===== src/rtl/dma_plan_pkg.sv =====
// Shared command codes and configuration record for the DMA burst planner.
// Assumes the consumer decodes the four-bit command values listed here.
package dma_plan_pkg;

    typedef enum logic [3:0] {
        CMD_MEM_RD  = 4'b0110,
        CMD_MEM_WR  = 4'b0111,
        CMD_RD_MULT = 4'b1100,
        CMD_RD_LINE = 4'b1110,
        CMD_WR_INV  = 4'b1111
    } bus_cmd_e;

    typedef struct packed {
        logic [1:0] line_code;
        logic [5:0] burst_code;
        logic       wr_inv_en;
        logic       rd_line_en;
        logic       rd_mult_en;
    } plan_cfg_t;

    localparam plan_cfg_t CFG_RESET = '{
        line_code:  2'b00,
        burst_code: 6'd16,
        wr_inv_en:  1'b0,
        rd_line_en: 1'b0,
        rd_mult_en: 1'b0
    };

endpackage


===== src/rtl/line_size_decode.sv =====
// Turns the two-bit cache-line code into a line size in DW.
// Assumes code 00 means no line handling; line_dw is then zero.
module line_size_decode #(
    parameter int LEN_W = 16
) (
    input  logic [1:0]       code,
    output logic [LEN_W-1:0] line_dw,
    output logic             line_on
);
    // decode the code to a power-of-two size
    always_comb begin
        unique case (code)
            2'b01:   line_dw = LEN_W'(8);
            2'b10:   line_dw = LEN_W'(16);
            2'b11:   line_dw = LEN_W'(32);
            default: line_dw = '0;
        endcase
        line_on = (code != 2'b00);
    end
endmodule


===== src/rtl/burst_cap_decode.sv =====
// Turns the six-bit burst-length code into a cap in DW.
// Assumes 0 means unlimited; unsupported codes fall back to 16.
module burst_cap_decode #(
    parameter int LEN_W = 16
) (
    input  logic [5:0]       code,
    output logic [LEN_W-1:0] cap_dw,
    output logic             unlimited
);
    // map legal codes, substitute 16 for the rest
    always_comb begin
        unlimited = 1'b0;
        unique case (code)
            6'd0:    begin cap_dw = '0; unlimited = 1'b1; end
            6'd1:    cap_dw = LEN_W'(1);
            6'd2:    cap_dw = LEN_W'(2);
            6'd4:    cap_dw = LEN_W'(4);
            6'd8:    cap_dw = LEN_W'(8);
            6'd32:   cap_dw = LEN_W'(32);
            default: cap_dw = LEN_W'(16);
        endcase
    end
endmodule


===== src/rtl/burst_select.sv =====
// Combinational choice of command and length for the burst at cur_addr.
// Assumes cur_addr is DW aligned and remaining is nonzero while used.
module burst_select
    import dma_plan_pkg::*;
#(
    parameter int ADDR_W = 32,
    parameter int LEN_W  = 16
) (
    input  logic [ADDR_W-1:0] cur_addr,
    input  logic [LEN_W-1:0]  remaining,
    input  logic              is_write,
    input  plan_cfg_t         cfg,
    output bus_cmd_e          cmd,
    output logic [LEN_W-1:0]  len
);
    logic [LEN_W-1:0] line_dw, cap_dw, line_mask, offset, to_bound, base, whole;
    logic             line_on, unlimited, aligned, covers, reaches;

    line_size_decode #(.LEN_W(LEN_W)) u_line (
        .code(cfg.line_code), .line_dw(line_dw), .line_on(line_on)
    );

    burst_cap_decode #(.LEN_W(LEN_W)) u_cap (
        .code(cfg.burst_code), .cap_dw(cap_dw), .unlimited(unlimited)
    );

    // geometry of the current position within its cache line
    always_comb begin
        line_mask = line_dw - LEN_W'(1);
        offset    = LEN_W'(cur_addr[6:2]) & line_mask;
        to_bound  = line_dw - offset;
        base      = (!unlimited && cap_dw < remaining) ? cap_dw : remaining;
        whole     = base & ~line_mask;
        aligned   = (offset == '0);
        covers    = line_on && aligned && (base >= line_dw);
        reaches   = line_on && (base >= to_bound);
    end

    // pick the command by priority and size the burst to match
    always_comb begin
        cmd = is_write ? CMD_MEM_WR : CMD_MEM_RD;
        len = base;
        if (is_write) begin
            if (cfg.wr_inv_en && covers) begin
                cmd = CMD_WR_INV;
                len = whole;
            end
        end else if (cfg.rd_mult_en && covers) begin
            cmd = CMD_RD_MULT;
            len = whole;
        end else if (cfg.rd_line_en && reaches) begin
            cmd = CMD_RD_LINE;
            len = to_bound;
        end
    end
endmodule


===== src/rtl/dma_burst_planner.sv =====
// Top: accepts a transfer, captures its configuration, then walks it burst
// by burst over a valid/ready handshake. Assumes DW-aligned start addresses.
module dma_burst_planner
    import dma_plan_pkg::*;
#(
    parameter int ADDR_W = 32,
    parameter int LEN_W  = 16
) (
    input  logic              clk,
    input  logic              rst_n,
    input  logic              start_valid,
    output logic              start_ready,
    input  logic [ADDR_W-1:0] start_addr,
    input  logic [LEN_W-1:0]  start_len,
    input  logic              start_write,
    input  logic [1:0]        cfg_line_code,
    input  logic [5:0]        cfg_burst_code,
    input  logic              cfg_wr_inv_en,
    input  logic              cfg_rd_line_en,
    input  logic              cfg_rd_mult_en,
    output logic              burst_valid,
    input  logic              burst_ready,
    output logic [3:0]        burst_cmd,
    output logic [ADDR_W-1:0] burst_addr,
    output logic [LEN_W-1:0]  burst_len,
    output logic              burst_last
);
    logic              busy_q, wr_q;
    logic [ADDR_W-1:0] addr_q;
    logic [LEN_W-1:0]  rem_q;
    plan_cfg_t         cfg_q;
    bus_cmd_e          sel_cmd;
    logic [LEN_W-1:0]  sel_len;
    logic              accept, fire;

    burst_select #(.ADDR_W(ADDR_W), .LEN_W(LEN_W)) u_sel (
        .cur_addr(addr_q), .remaining(rem_q), .is_write(wr_q),
        .cfg(cfg_q), .cmd(sel_cmd), .len(sel_len)
    );

    // handshake decode and output view of the current burst
    always_comb begin
        start_ready = !busy_q;
        accept      = start_valid && !busy_q && (start_len != '0);
        burst_valid = busy_q;
        fire        = busy_q && burst_ready;
        burst_cmd   = sel_cmd;
        burst_len   = sel_len;
        burst_addr  = addr_q;
        burst_last  = (sel_len == rem_q);
    end

    // transfer state: load on start, advance on each taken burst
    always_ff @(posedge clk) begin
        if (!rst_n) begin
            busy_q <= 1'b0;
            wr_q   <= 1'b0;
            addr_q <= '0;
            rem_q  <= '0;
            cfg_q  <= CFG_RESET;
        end else if (accept) begin
            busy_q <= 1'b1;
            wr_q   <= start_write;
            addr_q <= start_addr;
            rem_q  <= start_len;
            cfg_q  <= '{line_code: cfg_line_code, burst_code: cfg_burst_code,
                        wr_inv_en: cfg_wr_inv_en, rd_line_en: cfg_rd_line_en,
                        rd_mult_en: cfg_rd_mult_en};
        end else if (fire) begin
            addr_q <= addr_q + ADDR_W'({sel_len, 2'b00});
            rem_q  <= rem_q - sel_len;
            if (burst_last) busy_q <= 1'b0;
        end
    end
endmodule


===== config.mk =====
export PLATFORM = sky130hd
export DESIGN_NAME = dma_burst_planner
export DESIGN_NICKNAME = d
export VERILOG_FILES = /design/src/rtl/dma_plan_pkg.sv /design/src/rtl/line_size_decode.sv /design/src/rtl/burst_cap_decode.sv /design/src/rtl/burst_select.sv /design/src/rtl/dma_burst_planner.sv
export SDC_FILE = /design/constraint.sdc
export NUM_CORES = 1
export LEC_CHECK = 0
export ABC_AREA = 0
export CAP_MARGIN = 20
export CELL_PAD_IN_SITES_DETAIL_PLACEMENT = 1
export CELL_PAD_IN_SITES_GLOBAL_PLACEMENT = 1
export CORE_MARGIN = 2
export CORE_UTILIZATION = 38
export DETAILED_ROUTE_END_ITERATION = 10
export GPL_TIMING_DRIVEN = 0
export PLACE_DENSITY = 0.92
export SLEW_MARGIN = 20
export SYNTH_ARGS = -nofsm -noshare
export SYNTH_HDL_FRONTEND = slang
export SYNTH_SLANG_ARGS = --single-unit

===== constraint.sdc =====
create_clock -name clk -period 7.6 [get_ports clk]
set_clock_uncertainty 0.15 [all_clocks]
set_input_delay 0.76 -clock clk [delete_from_list [all_inputs] [get_ports clk]]
set_output_delay 0.76 -clock clk [all_outputs]
set_load 0.03 [all_outputs]

# Word-level counts from Yosys, hierarchy flattened
# Index checks and enable logic that the tools add are counted.
# W data, S select, Z words.
# classes
n_eq_ne,9
muxes,20
div,0
shifts,0
mul,0
add_sub_neg,4
n_lt_le_gt_ge,3
bitwise,3
n_reduce_logical,19
# ops
operator,n
$mux W16,7
$mux W32,2
$pmux W6 S6,1
$add A32 B18 Y32,1
$pmux W6 S3,1
$and A16 B16 Y16,1
$and A5 B16 Y16,1
$eq A16 B16 Y1,1
$ge A16 B16 Y1,1
$ge A16 B6 Y1,1
$logic_not A16 Y1,1
$lt A6 B16 Y1,1
$mux W4,4
$not A16 Y16,1
$reduce_bool A16 Y1,1
$sub A16 B16 Y16,1
$sub A6 B16 Y16,1
$logic_and A1 B1 Y1,10
$sub A6 B1 Y7 const B,1
$eq A6 B1 Y1 const B,1
$eq A6 B2 Y1 const B,1
$eq A6 B3 Y1 const B,1
$eq A6 B4 Y1 const B,1
$eq A6 B6 Y1 const B,1
7 further kinds,15
# word_totals
rom_bits,0
wordCells,67
ramBits,0
out_inout_bits,55
n_memories,0
reg_bits,61
latch_bits,0

# Depth between registers and ports, before layout
# logic_depth
word_depth,15
ltp_mapped,34
mapped_depth_nobuf,33

# Cells and area by module
# Synthesis repeated with hierarchy kept, for this count alone.
# unflattened
cells_unflattened,924
area_unflattened_um2,7183.1
# by_module_without_submodules
mod,n_inst,seq_area_each_um2,area_each_um2,cells_per_inst
dma_burst_planner,1,1221.2,4331.7,550
burst_select,1,0.0,2528.7,332
burst_cap_decode,1,0.0,192.7,24
line_size_decode,1,0.0,130.1,18

# Worst setup path before layout
# No wires, ideal clock.
# synth_timing
kind,reg2reg
startpoint,reg cfg_q[8] (netlist bit)
endpoint,"reg addr_q[31], in the netlist burst_addr[31]"
t_arrival_ns,6.587
path_buffers,1
path_slack_ns,0.725
stages_incl_launch_ff,31
synth_period_minus_slack_ns,6.875
required_ns,7.311
path_cell_list,dfxtp_1 > nor2_1 > nand2_1 > nor3b_1 > ha_1 > a211oi_1 > nand2_1 > o2111ai_2 > a21oi_2 > nor2_2 > mux2i_1 > inv_1 > ha_1 > o211a_1 > a221oi_1 > o211ai_1 > nand2_1 > or2_2 > or3_1 > buf_6 > o21ai_0 > ha_1 > o21a_1 > o21ai_0 > a21oi_1 > o21ai_0 > a21oi_2 > o32ai_2 > or4_1 > nand4_1 > o311ai_2
# synth_via
elab_chain_len,14
elab_cells_between_ends,27
cone_classes,add/sub (1); order compare (3); eq/ne (5); mux (9); bitwise (1); reduce/logical (8)
# synth_lines
item,line_no,text
"start, declared",dma_burst_planner.sv:31,plan_cfg_t cfg_q;
"start signal, assigned",dma_burst_planner.sv:66,"cfg_q <= '{line_code: cfg_line_code, burst_code: cfg_burst_code,"
"$eq A6 B6 Y1, or another cell as far along",burst_cap_decode.sv:13,unique case (code)
$pmux W6 S6 or $mux W1 (tied branches),burst_cap_decode.sv:13,
$lt A6 B16 Y1 or $logic_not A1 Y1 (tied branches),burst_select.sv:32,base = (!unlimited && cap_dw < remaining) ? cap_dw : remaining;
$logic_and A1 B1 Y1,burst_select.sv:32,
$mux W16 *,burst_select.sv:32,
$ge A16 B16 Y1,burst_select.sv:36,reaches = line_on && (base >= to_bound);
$logic_and A1 B1 Y1,burst_select.sv:36,
$logic_and A1 B1 Y1,burst_select.sv:51,end else if (cfg.rd_line_en && reaches) begin
$mux W16,burst_select.sv:51,
$mux W16,burst_select.sv:48,end else if (cfg.rd_mult_en && covers) begin
$mux W16 *,burst_select.sv:43,if (is_write) begin
net burst_len[8],dma_burst_planner.sv:25,"output logic [LEN_W-1:0] burst_len,"
$add A32 B18 Y32 *,dma_burst_planner.sv:70,"addr_q <= addr_q + ADDR_W'({sel_len, 2'b00});"
$mux W32 *,dma_burst_planner.sv:69,end else if (fire) begin
$mux W32 *,dma_burst_planner.sv:61,end else if (accept) begin
"end signal, assigned",dma_burst_planner.sv:64,addr_q <= start_addr;
"end signal, assigned",dma_burst_planner.sv:70,
"end, declared",dma_burst_planner.sv:29,logic [ADDR_W-1:0] addr_q;
# The timed path passes the listed nets; every way through them passes the cells marked *. The select of a mux whose other input is x is not followed.
# A chain may end at the register's enable or synchronous reset.

# Worst setup path after layout
# layout_timing
startpoint,reg cfg_q[4] (netlist bit)
endpoint,"reg addr_q[28], in the netlist burst_addr[28]"
# layout_via
elab_chain_len,14
elab_cells_between_ends,27
cone_classes,add/sub (1); order compare (3); eq/ne (5); mux (9); bitwise (1); reduce/logical (8)
# layout_lines
item,line_no
"$eq A6 B6 Y1, or another cell as far along",burst_cap_decode.sv:13
$pmux W6 S6 or $mux W1 (tied branches),burst_cap_decode.sv:13
$lt A6 B16 Y1 or $logic_not A1 Y1 (tied branches),burst_select.sv:32
$logic_and A1 B1 Y1,burst_select.sv:32
$mux W16 *,burst_select.sv:32
$ge A16 B16 Y1,burst_select.sv:36
$logic_and A1 B1 Y1,burst_select.sv:36
$logic_and A1 B1 Y1,burst_select.sv:51
$mux W16,burst_select.sv:51
$mux W16,burst_select.sv:48
$mux W16 *,burst_select.sv:43
$add A32 B18 Y32 *,dma_burst_planner.sv:70
$mux W32 *,dma_burst_planner.sv:69
$mux W32 *,dma_burst_planner.sv:61
# Mark *: on every way between the ends. The rest lies on a longest branch, timed or not. The select of a mux whose other input is x is not followed.

==> impl_metrics.py <==
metrics = {
    "run_status": {
        "status": "completed",
    },
    "synthesis": {
        "avgSynthCellArea_um2": 7.73,
        "yosysTopAreaCell": "dfxtp_1",
        "yosys_warnings": 0,
        "synth-seq-cells": 61,
        "syn_nets": 869,
        "synthTopCellsByArea": "dfxtp_1, ha_1, a21oi_1, nand2_1, nor2_1",
        "synth_commonest_cells": "nand2_1, a21oi_1, ha_1",
        "yosysSeqAreaShare_pct": 21.3,
        "synth_edf_count": 0,
        "synthCells": 740,
        "synth_cell_type_count": 87,
        "yosys_most_used_dff": "dfxtp_1",
        "async_flop_share_pct": 0,
        "yosysMostFrequentCell": "nand2_1",
        "synth_top_cell_area_share_pct": 21.3,
        "syn_area_um2": 5720,
    },
    "pwr": {
        "power_frac_clock_pct": 30.0,
        "p_seq_share_pct": 25.2,
        "power.density_nw_per_um2": 203,
        "p_int_uw": 939,
        "power_leakage_nw": 3.05,
        "pwr-share-comb_pct": 44.9,
        "sw_frac_of_total_pct": 39.2,
        "peakVddDrop_mv": 0.134,
        "power.switching_uw": 605,
        "p_total_mw": 1.54,
    },
    "routing": {
        "wl_per_cell_um": 22.6,
        "drt_iter0_drc": 523,
        "ant_nets": 0,
        "wl_mm": 24.1,
        "drcViolationCount": 0,
        "viasPerCell": 6.20,
        "vias": 6625,
        "first_pass_iters": 5,
    },
    "clocking": {
        "cts-root-buf": "clkbuf_16",
        "tritoncts": "done",
        "h-tree-depth": 3,
        "clk_pin_slew_ns": 0.06,
        "cts_inserted_buffers": 9,
        "clock-sinks": 61,
        "cts.path.max_buffers": 2,
        "hold_buffers": 0,
        "clk_latency_ns": 0.35,
    },
    "timing": {
        "drv_slew": 0,
        "worst_slew_pin_slew_ns": 0.790,
        "hold_viol": 0,
        "max_freq_ghz": 0.133,
        "finalCriticalPeriod_ns": 7.52,
        "slew_headroom_pct": 46.7,
        "period_share_pct": 99.0,
        "setup_viol": 0,
    },
    "global_routing": {
        "antenna_found_initial": 0,
        "gr-total-overflow": 0,
        "grt_max_degree": 11,
        "grt_pass1_wl_mm": 35.8,
        "grtUsageTotal_pct": 28.4,
        "grt_pass1_vias": 6718,
    },
    "critical_path": {
        "reg2reg_depth": 31,
        "required_ns": 7.72,
        "regToRegEndpoint": "burst_addr[28]$_SDFFE_PN0P_",
        "path_class": "flip-flop to flip-flop",
        "startpoint_type": "flip-flop",
        "slowest_stage": "nor2_1",
        "regToRegStartpoint": "cfg_q[4]$_SDFFE_PN0P_",
        "reg2reg_setup_slack_ns": 0.08,
        "end_kind": "flip-flop",
        "cp_max_fo": 10,
        "max_stage_delay_ns": 0.47,
        "cp_data_arrival_time_ns": 7.64,
    },
    "finish": {
        "drive_gt1_share_pct": 10.5,
        "n_antenna_cell": 0,
        "fillers": 1796,
        "fin_area_um2": 7620,
        "fin_nets": 1008,
        "area_growth_pct": 33.1,
        "stdcell_count": 1068,
    },
    "die": {
        "std_cell_rows": 44,
        "start_util_pct": 39.1,
        "die_x_um": 127,
        "die_h_um": 127,
        "die-area_um2": 16100,
        "core-area_um2": 14600,
        "ioPinCount": 119,
    },
    "min_path": {
        "hold_depth": 2,
        "min_to": "burst_addr[0]$_SDFFE_PN0P_",
        "min-delay-start": "burst_addr[0]$_SDFFE_PN0P_",
        "hold_path.class": "flip-flop to flip-flop",
    },
    "placed_design": {
        "place_hpwl_mm": 17.3,
        "gp_congestion": 0.933,
        "placed_cells_incl_taps": 1040,
        "port_buffers": 116,
        "dpl_cell_area_um2": 7110,
    },
    "flow_run": {
        "cap_violations": 0,
    },
}
-- layout make-up --
class / instances / area (µm²) / share of cell area [%]
tap: 184 / 230 / 3.02
timing repair buffer: 128 / 1250 / 16.4
sequential: 61 / 1220 / 16.0
multi-input combinational: 605 / 4280 / 56.2
clock buffer: 12 / 256 / 3.37
clock inverter: 4 / 70.1 / 0.920
buffer: 34 / 163 / 2.14
inverter: 40 / 150 / 1.97
-- worst max path at each step --
stage                          start                     endpoint  slack [ns]  cells after the start
3_3_place_gp   cfg_q[3]$_SDFFE_PN0P_                   burst_last       -0.18                     28
3_5_place_dp   cfg_q[8]$_SDFFE_PN0P_                   burst_last       -0.32                     28
5_1_grt        cfg_q[4]$_SDFFE_PN0P_  burst_addr[28]$_SDFFE_PN0P_       -0.20                     31
2_1_floorplan  cfg_q[8]$_SDFFE_PN0P_  burst_addr[31]$_SDFFE_PN0P_        0.72                     30
6_report       cfg_q[4]$_SDFFE_PN0P_  burst_addr[28]$_SDFFE_PN0P_        0.08                     31
4_1_cts        cfg_q[8]$_SDFFE_PN0P_                   burst_last        0.03                     27
-- layer usage --
| layer | part of all wire (%) | global-route usage [%] |
|---|---|---|
| met5 | 0 | 0 |
| met4 | 4.0 | 12.9 |
| met3 | 7.5 | 6.66 |
| met2 | 47 | 46.1 |
| met1 | 41 | 36.0 |
-- sequential cells by signal (all words and copies together) (netlist names) --
register and flops:
burst_valid 1, burst_addr 32, rem_q 16, cfg_q 11, wr_q 1
-- power by group through the flow --
stage | clock [mW] | sequential (mW) | combinational [mW]
2_1_floorplan | 0 | 0.401 | 0.410
3_3_place_gp | 0 | 0.390 | 0.611
3_5_place_dp | 0 | 0.392 | 0.630
4_1_cts | 0.462 | 0.386 | 0.656
5_1_grt | 0.476 | 0.391 | 0.745
6_report | 0.463 | 0.388 | 0.693
-- critical path: cells and delay by family (launching register included) --
family | cells | cell delay [ns]
buffers and inverters | 2 | 0.24
AOI/OAI and AO/OA | 15 | 3.42
and+or+nand+nor | 11 | 2.28
DFF | 1 | 0.39
adders and majority gates | 3 | 0.94
-- stage by stage --
stage               hold slack, ns  util [%]  TNS, ns  setup WS (ns)
floorplan                    0.287         -        0          0.725
global placement             0.291      48.6   -0.176         -0.176
finish                       0.311      52.0        0         0.0769
global route                 0.337      52.0    -1.83         -0.203
CTS                          0.315      51.3        0         0.0258
detailed placement           0.306      48.6   -0.685         -0.322
-- repair_timing --
item                       CTS  global route
gates resized for setup     12            17
setup endpoints to repair    7            20
pin swaps                    3             7
setup buffers                4             8
-- logic make-up (layout without fill, tap and decap cells) --
family                   count (synthesis)  in the layout  share of synthesized area (%)
buffers and inverters                   74            218                           5.47
flip-flops                              61             61                           21.3
multiplexers                             9              9                           1.77
adder cells (fa/ha/maj)                 66             66                           14.7
AO/OA/AOI/OAI                          244            244                           29.8
other                                    1              1                         0.0655
AND/OR/NAND/NOR                        264            264                           23.7
XOR/XNOR                                21             21                           3.21
-- layout by cell type, fill, tap and decap left out, drive strengths merged, types with 12 or more instances in the layout --
master,synthesis,layout
a21o,19,19
a21oi,82,82
a22oi,25,25
and2,21,21
buf,9,21
clkbuf,25,38
clkdlybuf4s50,0,115
dfxtp,61,61
ha,63,63
inv,40,40
nand2,89,89
nand3,16,16
nor2,53,53
nor3,12,12
nor4,14,14
o21a,12,12
o21ai,27,27
xnor2,16,16
Note: power is estimated with default switching activity, not from simulation.
